[src/rtl/prg_pkg.sv]
package prg_pkg;
  parameter int ADDR_W  = 12;
  parameter int DATA_W  = 32;
  parameter int DIV_W   = 6;
  parameter int SEL_W   = 2;
  parameter int NUM_OUT = 2;
  parameter int NUM_SRC = 3;

  localparam int SRC_A = 0;
  localparam int SRC_D = 1;
  localparam int SRC_I = 2;

  localparam logic [ADDR_W-1:0] SRC_BASE_ADDR = 12'h100;
  localparam logic [ADDR_W-1:0] PERIPH_ADDR   = 12'h154;

  localparam int BIT_STG_RST = 0;
  localparam int BIT_PWR_DN  = 1;
  localparam int BIT_FORCE   = 4;
  localparam int SEL_LSB     = 4;
  localparam int DIV_LSB     = 8;

  localparam logic [DATA_W-1:0] SRC_MASK    = 32'h0007_F01B;
  localparam logic [DATA_W-1:0] PERIPH_MASK = 32'h0000_3F33;

  typedef struct packed {
    logic force_byp;
    logic stg_rst;
    logic pwr_dn;
  } src_ctl_t;

  typedef struct packed {
    logic [DIV_W-1:0]   divisor;
    logic [SEL_W-1:0]   sel;
    logic [NUM_OUT-1:0] enable;
  } per_ctl_t;
endpackage

[src/rtl/prg_regs.sv]
module prg_regs
  import prg_pkg::*;
(
  input  logic              clk,
  input  logic              rst_n,
  input  logic              we,
  input  logic [ADDR_W-1:0] addr,
  input  logic [DATA_W-1:0] wdata,
  output logic [DATA_W-1:0] rdata,
  output src_ctl_t          src_ctl [NUM_SRC],
  output per_ctl_t          per_ctl,
  output logic              restart
);
  logic [DATA_W-1:0] src_q [NUM_SRC];
  logic [DATA_W-1:0] src_d [NUM_SRC];
  logic [DATA_W-1:0] per_q;
  logic [DATA_W-1:0] per_d;
  logic              per_hit;

  assign per_hit = (addr == PERIPH_ADDR);
  assign restart = we && per_hit;

  for (genvar g = 0; g < NUM_SRC; g++) begin : g_src
    localparam logic [ADDR_W-1:0] MY_ADDR = SRC_BASE_ADDR + ADDR_W'(4 * g);
    logic hit;
    assign hit = we && (addr == MY_ADDR);

    always_comb begin
      src_d[g] = src_q[g];
      if (hit) src_d[g] = wdata & SRC_MASK;
    end

    always_ff @(posedge clk or negedge rst_n) begin
      if (!rst_n) src_q[g] <= '0;
      else if (hit) src_q[g] <= src_d[g];
    end

    assign src_ctl[g].force_byp = src_q[g][BIT_FORCE];
    assign src_ctl[g].stg_rst   = src_q[g][BIT_STG_RST];
    assign src_ctl[g].pwr_dn    = src_q[g][BIT_PWR_DN];
  end

  always_comb begin
    per_d = per_q;
    if (restart) per_d = wdata & PERIPH_MASK;
  end

  always_ff @(posedge clk or negedge rst_n) begin
    if (!rst_n) per_q <= '0;
    else if (restart) per_q <= per_d;
  end

  assign per_ctl.divisor = per_q[DIV_LSB +: DIV_W];
  assign per_ctl.sel     = per_q[SEL_LSB +: SEL_W];
  assign per_ctl.enable  = per_q[0 +: NUM_OUT];

  always_comb begin
    rdata = '0;
    for (int i = 0; i < NUM_SRC; i++) begin
      if (addr == SRC_BASE_ADDR + ADDR_W'(4 * i)) rdata = src_q[i];
    end
    if (per_hit) rdata = per_q;
  end
endmodule

[src/rtl/prg_src_gate.sv]
module prg_src_gate
  import prg_pkg::*;
(
  input  logic     ref_tick,
  input  logic     mult_tick,
  input  src_ctl_t ctl,
  output logic     tick_o
);
  always_comb begin
    if (ctl.force_byp)                tick_o = ref_tick;
    else if (ctl.stg_rst || ctl.pwr_dn) tick_o = 1'b0;
    else                              tick_o = mult_tick;
  end
endmodule

[src/rtl/prg_divider.sv]
module prg_divider #(
  parameter int DW = 6
) (
  input  logic          clk,
  input  logic          rst_n,
  input  logic          tick_i,
  input  logic          enable_i,
  input  logic [DW-1:0] divisor_i,
  input  logic          restart_i,
  output logic          pulse_o
);
  logic [DW-1:0] cnt_q, cnt_d, last;
  logic          pulse_d, cnt_en;

  assign last   = (divisor_i == '0) ? '0 : divisor_i - 1'b1;
  assign cnt_en = restart_i || !enable_i || tick_i;

  always_comb begin
    cnt_d   = cnt_q;
    pulse_d = 1'b0;
    if (restart_i || !enable_i) begin
      cnt_d = '0;
    end else if (tick_i) begin
      if (cnt_q >= last) begin
        cnt_d   = '0;
        pulse_d = 1'b1;
      end else begin
        cnt_d = cnt_q + 1'b1;
      end
    end
  end

  always_ff @(posedge clk or negedge rst_n) begin
    if (!rst_n) cnt_q <= '0;
    else if (cnt_en) cnt_q <= cnt_d;
  end

  always_ff @(posedge clk or negedge rst_n) begin
    if (!rst_n) pulse_o <= 1'b0;
    else pulse_o <= pulse_d;
  end

  assert_quiet_when_off_R5: assert property (@(posedge clk) disable iff (!rst_n)
    !enable_i |=> !pulse_o);

  assert_cnt_below_div_R3: assert property (@(posedge clk) disable iff (!rst_n)
    cnt_q <= last);

  assert_restart_quiet_R10: assert property (@(posedge clk) disable iff (!rst_n)
    restart_i |=> (!pulse_o && cnt_q == '0));
endmodule

[src/rtl/periph_refclk_gen.sv]
module periph_refclk_gen
  import prg_pkg::*;
(
  input  logic              clk,
  input  logic              rst_n,
  input  logic              reg_we,
  input  logic [ADDR_W-1:0] reg_addr,
  input  logic [DATA_W-1:0] reg_wdata,
  output logic [DATA_W-1:0] reg_rdata,
  input  logic              ref_tick_i,
  input  logic [NUM_SRC-1:0] pll_tick_i,
  output logic [NUM_OUT-1:0] refclk_en_o
);
  logic [1:0]         rst_sync_q;
  logic               rst_sync_n;
  src_ctl_t           src_ctl [NUM_SRC];
  per_ctl_t           per_ctl;
  logic               restart;
  logic [NUM_SRC-1:0] src_tick;
  logic               sel_tick;

  always_ff @(posedge clk or negedge rst_n) begin
    if (!rst_n) rst_sync_q <= 2'b00;
    else rst_sync_q <= {rst_sync_q[0], 1'b1};
  end
  assign rst_sync_n = rst_sync_q[1];

  prg_regs u_regs (
    .clk     (clk),
    .rst_n   (rst_sync_n),
    .we      (reg_we),
    .addr    (reg_addr),
    .wdata   (reg_wdata),
    .rdata   (reg_rdata),
    .src_ctl (src_ctl),
    .per_ctl (per_ctl),
    .restart (restart)
  );

  for (genvar s = 0; s < NUM_SRC; s++) begin : g_gate
    prg_src_gate u_gate (
      .ref_tick  (ref_tick_i),
      .mult_tick (pll_tick_i[s]),
      .ctl       (src_ctl[s]),
      .tick_o    (src_tick[s])
    );
  end

  always_comb begin
    case (per_ctl.sel)
      2'd2:    sel_tick = src_tick[SRC_A];
      2'd3:    sel_tick = src_tick[SRC_D];
      default: sel_tick = src_tick[SRC_I];
    endcase
  end

  for (genvar o = 0; o < NUM_OUT; o++) begin : g_out
    prg_divider #(.DW(DIV_W)) u_div (
      .clk       (clk),
      .rst_n     (rst_sync_n),
      .tick_i    (sel_tick),
      .enable_i  (per_ctl.enable[o]),
      .divisor_i (per_ctl.divisor),
      .restart_i (restart),
      .pulse_o   (refclk_en_o[o])
    );
  end

  assert_gated_src_silent_R7: assert property (@(posedge clk) disable iff (!rst_sync_n)
    (!per_ctl.sel[1] && !src_ctl[SRC_I].force_byp &&
     (src_ctl[SRC_I].stg_rst || src_ctl[SRC_I].pwr_dn)) |=> (refclk_en_o == '0));

  assert_bypass_follows_ref_R8: assert property (@(posedge clk) disable iff (!rst_sync_n)
    (per_ctl.sel == 2'd3 && src_ctl[SRC_D].force_byp && !ref_tick_i) |=> (refclk_en_o == '0));

  assert_write_quiet_R10: assert property (@(posedge clk) disable iff (!rst_sync_n)
    (reg_we && reg_addr == PERIPH_ADDR) |=> (refclk_en_o == '0));
endmodule

[config.mk]
export PLATFORM = sky130hd
export DESIGN_NAME = periph_refclk_gen
export DESIGN_NICKNAME = d
export VERILOG_FILES = /design/src/rtl/prg_pkg.sv /design/src/rtl/prg_regs.sv /design/src/rtl/prg_src_gate.sv /design/src/rtl/prg_divider.sv /design/src/rtl/periph_refclk_gen.sv
export SDC_FILE = /design/constraint.sdc
export NUM_CORES = 1
export LEC_CHECK = 0
export BUFFER_PORTS_ARGS = -buffer_cell sky130_fd_sc_hd__clkbuf_2
export CAP_MARGIN = 10
export CELL_PAD_IN_SITES_DETAIL_PLACEMENT = 1
export CELL_PAD_IN_SITES_GLOBAL_PLACEMENT = 2
export CORE_MARGIN = 3
export CORE_UTILIZATION = 31
export DETAILED_ROUTE_END_ITERATION = 7
export PLACE_DENSITY_LB_ADDON = 0.12
export SLEW_MARGIN = 0
export SYNTH_ARGS = -nofsm -noshare
export SYNTH_HDL_FRONTEND = slang
export SYNTH_HIERARCHICAL = 1
export SYNTH_SLANG_ARGS = --single-unit
export TNS_END_PERCENT = 10
[constraint.sdc]
create_clock -name clk -period 1.9 [get_ports clk]
set_input_delay 0.095 -clock clk [delete_from_list [all_inputs] [get_ports clk]]
set_output_delay 0.095 -clock clk [all_outputs]
set_load 0.05 [all_outputs]
==> run metrics, run 1 <==
Finished Layout Cells=577; Yosys reg bits=59; largest net degree at the start of global routing=33; clk_skew=8.63 ps; Filler cells=1,201; post-route ant nets=0; Final Cycle Share=118%; Nets=499; Synth Area per Inst=10.7 um2; Crit Path Class=register to register; vias in the first global route=3,063; HP Class=primary input to register; Chip Height=114 um; status=finished with violations; max-slew violations=0; fmax=447 MHz; max incr delay on CP=440 ps; H-tree depth=3; Finish-stage setup viols=14; DR vias=2,830; Yosys warnings=6; clock root buffer=clkbuf_16; Syn Inst Count=338; clock tree buffer depth=2; DRC=0; worst path cell trace=inv_4 > ha_4 > nand2_4 > or3_4 > and2_4 > ha_4 > nand2b_4 > a21oi_4 > o2111ai_2 > o21ai_1; Reg2Reg Capture Point=g_out[1].u_div/cnt_q[0]$_DFFE_PN0P_; crit path capture type=register; WL per Instance=17.7 um; r2r setup slk=-330 ps; Final Hold Viols=0; total core area=11,100 um2; critical path launch point=u_regs/per_q[8]$_DFFE_PN0P_; Peak VDD IR=506 uV; setup_tns=-4010 ps; CTS tree=done; router iterations before antenna repair=4; I/O pins=85; failing checks=negative setup slack; Worst EP arrival=2480 ps; Num CTS Buffers=9; clock latency on the worst-skew pair=330 ps; Die ar.=13,100 um2; minimum clock period=2230 ps; CTS sink count=59; FF-to-FF Start=u_regs/per_q[8]$_DFFE_PN0P_; startpoint types=register; Rows=38; Most common cell on crit path=ha_4; Congestion Overflow GR=0; Post-Syn Area=3630 um2; initial core utilization=32.6%; RD Place Congestion=0.741; worst reg2reg path depth=10; Slowest cell on crit path=dfrtp_2; Maximum Capacitance Violations=0; Syn-to-layout area delta=41.5%; Worst Slack Setup Final=-335 ps; input/output buffers=52; LEAKAGE=2.41 nW; Cell Pwr Density=651 nW/um2; chip width=114 um; WL final=10,200 um; initial drt markers=83; worst-path fanout max=4; Worst-path clk slew=60 ps; dpl cells=555; first-pass GRT wire length=16,300 um; Detailed Place HPWL=7380 um; RSZ-0062 raised after global routing=yes; Distinct cells, synth=44; CP endpoint=g_out[1].u_div/cnt_q[0]$_DFFE_PN0P_; ratio of cells with drive above 1 in the final layout=49.9%; initial antenna violation count=0; Req. time, crit path=2150 ps; GRT Total Usage=16.3%; Seq/Total Area, Yosys=40.6%; vias per std cell=4.90; antenna cells=0
==> cells in the mapped netlist (all sizes together) <==
cell type	number	share of area, %
inv	15	1.6
dfrtp	59	41
mux2	43	15
nand2	27	2.8
conb	2	0.21
o2111ai	2	0.48
or4	4	0.93
nor3	7	0.96
o41ai	3	1.3
or4b	1	0.28
nor4	4	0.69
nand4b	1	0.24
nor2	13	1.5
nor2b	5	0.86
nand4	2	0.34
mux2i	3	0.83
and2	7	1.3
nand3	4	0.55
o21ai	8	1.1
a32o	5	1.4
and3	2	0.34
nor3b	4	1.1
or3	7	1.5
clkbuf	5	0.52
or3b	2	0.48
a21oi	15	2.1
o21a	2	0.41
xnor2	6	1.4
nand2b	11	1.9
xor2	6	1.4
buf	31	6.2
ha	16	5.5
or2	3	0.52
a2bb2oi	5	1.2
o221ai	8	1.9
==> worst max-delay path, delay by kind of cell (launching register included) <==
family,cells,cell delay [ps]
AO/OA/AOI/OAI,3,540
adder cells (fa/ha/maj),2,360
buffers and inverters,1,80
flip-flops,1,440
AND/OR/NAND/NOR,4,720
==> cell families (layout without fill, tap and decap cells) <==
| logic type | after synthesis | after routing | synth area share (%) |
|---|---|---|---|
| buffers and inverters | 51 | 135 | 8.30 |
| other | 2 | 17 | 0.207 |
| multiplexers | 46 | 46 | 16.2 |
| flip-flops | 59 | 59 | 40.6 |
| AO/OA/AOI/OAI | 48 | 48 | 9.92 |
| AND/OR/NAND/NOR | 104 | 104 | 16.3 |
| adder cells (fa/ha/maj) | 16 | 16 | 5.51 |
| XOR/XNOR | 12 | 12 | 2.89 |
==> state kept, by name (all words and copies together), names as in the netlist <==
signal and cells:
u_regs/src_q 24, g_out.u_div/cnt_q 12, u_regs/per_q 10, u_regs/src_ctl 9, g_out.u_div/pulse_o 2, rst_sync_q 2
==> per-layer routing <==
| layer | vias to the layer above | routed length [um] | global-route usage (%) |
|---|---|---|---|
| met2 | 44 | 5360 | 28.1 |
| met4 | 0 | 123 | 4.91 |
| met3 | 14 | 301 | 3.59 |
| met1 | 1421 | 4440 | 20.2 |
| li1 | 1351 | - | - |
| met5 | - | 0 | 0 |
==> report_power, final <==
group | switching [W] | leakage [nW] | internal, W
Clock | 0.000607 | 0.155 | 0.00118
Sequential | 0.0000102 | 0.815 | 0.00126
Combinational | 0.000187 | 1.44 | 0.0000988
Total | 0.000804 | 2.41 | 0.00255
==> repair_timing <==
action / in CTS / in global routing
pin swaps: 13 / 7
setup buffers: 4 / 0
hold endpoints to repair: 3 / 0
hold buffers: 2 / 0
resized for setup: 16 / 17
endpoints found under the setup margin: 24 / 24
==> worst min-delay path by stage <==
stage                  start                      endpoint  cells past startpoint
3_5_place_dp           rst_n       rst_sync_q[0]$_DFF_PN0_                      1
3_3_place_gp           rst_n       rst_sync_q[0]$_DFF_PN0_                      1
5_1_grt        reg_wdata[10]  u_regs/per_q[10]$_DFFE_PN0P_                      2
6_report        reg_wdata[9]   u_regs/per_q[9]$_DFFE_PN0P_                      2
2_1_floorplan          rst_n       rst_sync_q[0]$_DFF_PN0_                      0
4_1_cts        reg_wdata[10]  u_regs/per_q[10]$_DFFE_PN0P_                      2
==> final cells by class <==
type,instances,area (um2),share of cell area (%)
clock inverter,6,88.8,1.73
inverter,15,58.8,1.14
clock buffer,10,239,4.65
multi-input combinational,243,2170,42.2
timing repair buffer,104,928,18.1
tap,140,175,3.41
sequential,59,1480,28.8
==> metrics by stage <==
stage                     power, W  setup WS [ps]  instance area [um2]  util (%)  hold WS (ps)
after global placement     0.00156           -316                 4610      41.5          -119
final                      0.00335           -335                 5140      46.2          15.1
after detailed placement   0.00157           -411                 4610      41.5          -117
after floorplan            0.00148           -193                 3800         -          -201
after global routing       0.00349           -431                 5140      46.2          2.81
after CTS                  0.00340           -346                 5050      45.4          1.90
==> cell usage in the layout (no fill, tap or decap), types with 10 or more instances in the layout <==
cell,synthesis,routed
conb_1,2,17
buf_12,0,18
buf_4,26,46
nand2_1,27,25
clkbuf_2,0,36
nor2_1,11,10
mux2_2,23,23
dfrtp_1,59,56
mux2_4,20,20
ha_1,16,11
inv_1,15,11
Power figures use the tool's default switching activity.
==> inputs of run 2 (changes only) <==
--- a/config.mk
+++ b/config.mk
@@ -10,7 +10,7 @@
 export CELL_PAD_IN_SITES_DETAIL_PLACEMENT = 1
 export CELL_PAD_IN_SITES_GLOBAL_PLACEMENT = 2
 export CORE_MARGIN = 3
-export CORE_UTILIZATION = 31
+export CORE_UTILIZATION = 37
 export DETAILED_ROUTE_END_ITERATION = 7
 export PLACE_DENSITY_LB_ADDON = 0.12
 export SLEW_MARGIN = 0
==> constraint.sdc (replaced) <==
create_clock -name clk -period 2.6 [get_ports clk]
set_input_delay 0.13 -clock clk [delete_from_list [all_inputs] [get_ports clk]]
set_output_delay 0.13 -clock clk [all_outputs]
set_load 0.05 [all_outputs]
==> run metrics, run 2 (synthesized netlist as in run 1, its figures left out) <==
input/output buffers=52 (unchanged); max-slew violations=0 (unchanged); Worst-path clk slew=80 ps (+20 ps); startpoint types=register; status=finished clean; RD Place Congestion=0.743 (+0.34%); Chip Height=105 um (-8.0%); initial core utilization=38.8% (+6.1 points); Crit Path Class=register to register; initial antenna violation count=0 (unchanged); Maximum Capacitance Violations=0 (unchanged); Finish-stage setup viols=0 (-14); router iterations before antenna repair=4 (unchanged); Die ar.=11,000 um2 (-15%); vias in the first global route=2,798 (-8.7%); Setup Slack @ Placement=120 ps (+531 ps); top flop regs=u_regs/src_q x24, g_out.u_div/cnt_q x12, u_regs/per_q x10; Syn-to-layout area delta=15.9%; FF-to-FF Start=u_regs/per_q[9]$_DFFE_PN0P_; Peak VDD IR=261 uV (-48%); most common cell after layout, fill and taps aside=dfrtp_1; H-tree depth=3 (unchanged); DRC=0 (unchanged); hold depth=2 (unchanged); Worst Slack Setup Final=216 ps (+551 ps); DR vias=2,673 (-5.5%); Rows=35 (-7.9%); largest net degree at the start of global routing=32 (-3.0%); Slew @ Worst Pin=618 ps; post-route ant nets=0 (unchanged); Final Cycle Share=91.7% (-26 points); minimum clock period=2380 ps (+149 ps); worst-path fanout max=8 (+4); first-pass GRT wire length=14,200 um (-13%); Worst slew margin=58.8%; most frequent cells in the layout=dfrtp_1, clkbuf_2, nand2_1; HP Class=primary input to register; WL per Instance=16.6 um (-6.2%); RSZ-0062 raised after global routing=no; WL final=8780 um (-14%); ratio of cells with drive above 1 in the final layout=36.1% (-14 points); Num CTS Buffers=9 (unchanged); setup_tns=0 ps (+4010 ps); hold endpoint=u_regs/per_q[8]$_DFFE_PN0P_; Req. time, crit path=2870 ps (+720 ps); total core area=9370 um2 (-16%); Cell Pwr Density=466 nW/um2 (-29%); Pwr Total=0.00196 W (-41%); clock root buffer=clkbuf_8; CTS sink count=59 (unchanged); antenna cells=0 (unchanged); LEAKAGE=2.06 nW (-14%); Detailed Place HPWL=6440 um (-13%); worst reg2reg path depth=10 (unchanged); clk_skew=11.6 ps (+2.94 ps); dpl cells=510 (-8.1%); chip width=105 um (-8.0%); fmax=419 MHz (-6.3%); clock latency on the worst-skew pair=350 ps (+20 ps); Final Hold Viols=0 (unchanged); r2r setup slk=220 ps (+550 ps); I/O pins=85 (unchanged); Nets=461 (-7.6%); Reg2Reg Capture Point=g_out[0].u_div/cnt_q[4]$_DFFE_PN0P_; initial drt markers=57 (-31%); Top reg by flops=u_regs/src_q; clock tree buffer depth=2 (unchanged); Worst EP arrival=2650 ps (+170 ps); Hold Crit Start=reg_wdata[8]; Finished Layout Cells=528 (-8.5%); max reg flops=24 (unchanged); CTS tree=done; crit path capture type=register; Congestion Overflow GR=0 (unchanged); vias per std cell=5.06 (+3.2%); GRT Total Usage=16.3% (+0.080 points)
[run 2: how the worst max path moves through the flow]
stage,startpoint,end,slack [ps],cells past startpoint
after floorplan,reg_addr[5],reg_rdata[14],300,5
after global placement,u_regs/per_q[9]$_DFFE_PN0P_,g_out[0].u_div/cnt_q[4]$_DFFE_PN0P_,160,10
after detailed placement,u_regs/per_q[9]$_DFFE_PN0P_,g_out[0].u_div/cnt_q[4]$_DFFE_PN0P_,120,10
after CTS,u_regs/per_q[9]$_DFFE_PN0P_,g_out[0].u_div/cnt_q[4]$_DFFE_PN0P_,100,10
after global routing,u_regs/per_q[8]$_DFFE_PN0P_,g_out[1].u_div/cnt_q[4]$_DFFE_PN0P_,30,10
final,u_regs/per_q[9]$_DFFE_PN0P_,g_out[0].u_div/cnt_q[4]$_DFFE_PN0P_,220,10
[run 2: layout make-up]
type / instances / area, um2
inverters: 15 / 56.3
well taps: 129 / 161
fillers: 1114 / 5160
clock inverters: 5 / 52.6
flip-flops and latches: 59 / 1480
repair buffers: 66 / 383
multi-input cells: 243 / 1940
clock buffers: 11 / 141
[run 2: what timing repair did]
item	in CTS	in global routing
resized for setup	0	4
endpoints found under the hold margin	3	0
setup endpoints to repair	0	6
hold buffers	2	0
buffers inserted	0	0
[run 2: power breakdown]
| group | internal, W | switching [W] |
|---|---|---|
| registers | 0.000922 | 0.0000113 |
| logic | 0.0000534 | 0.000116 |
| clock network | 0.000464 | 0.000394 |
[run 2: routing by layer]
metal  vias to the layer above  track usage [%]  wire [um]
met5                         -                0          0
met2                        48             27.9       4390
met1                      1348             20.6       3970
li1                       1266                -          -
met3                        11             3.77        302
met4                         0             4.78        117
[run 2: worst max-delay path, cell delays in order (launching register included)]
cell,delay (ps)
dfrtp_2,450
inv_1,70
ha_1,190
nand2_1,100
or3_4,350
and2_4,160
ha_1,250
nand2b_1,160
a21oi_2,180
o2111ai_1,190
o21ai_0,200
[run 2: metrics by stage]
step	util (%)	cell area, um2	hold slack, ps
floorplan	-	3690	-166
finish	44.9	4210	19.4
detailed placement	42.5	3980	-81.2
global placement	42.5	3980	-82.1
global route	44.9	4210	7.64
CTS	44.8	4200	2.20
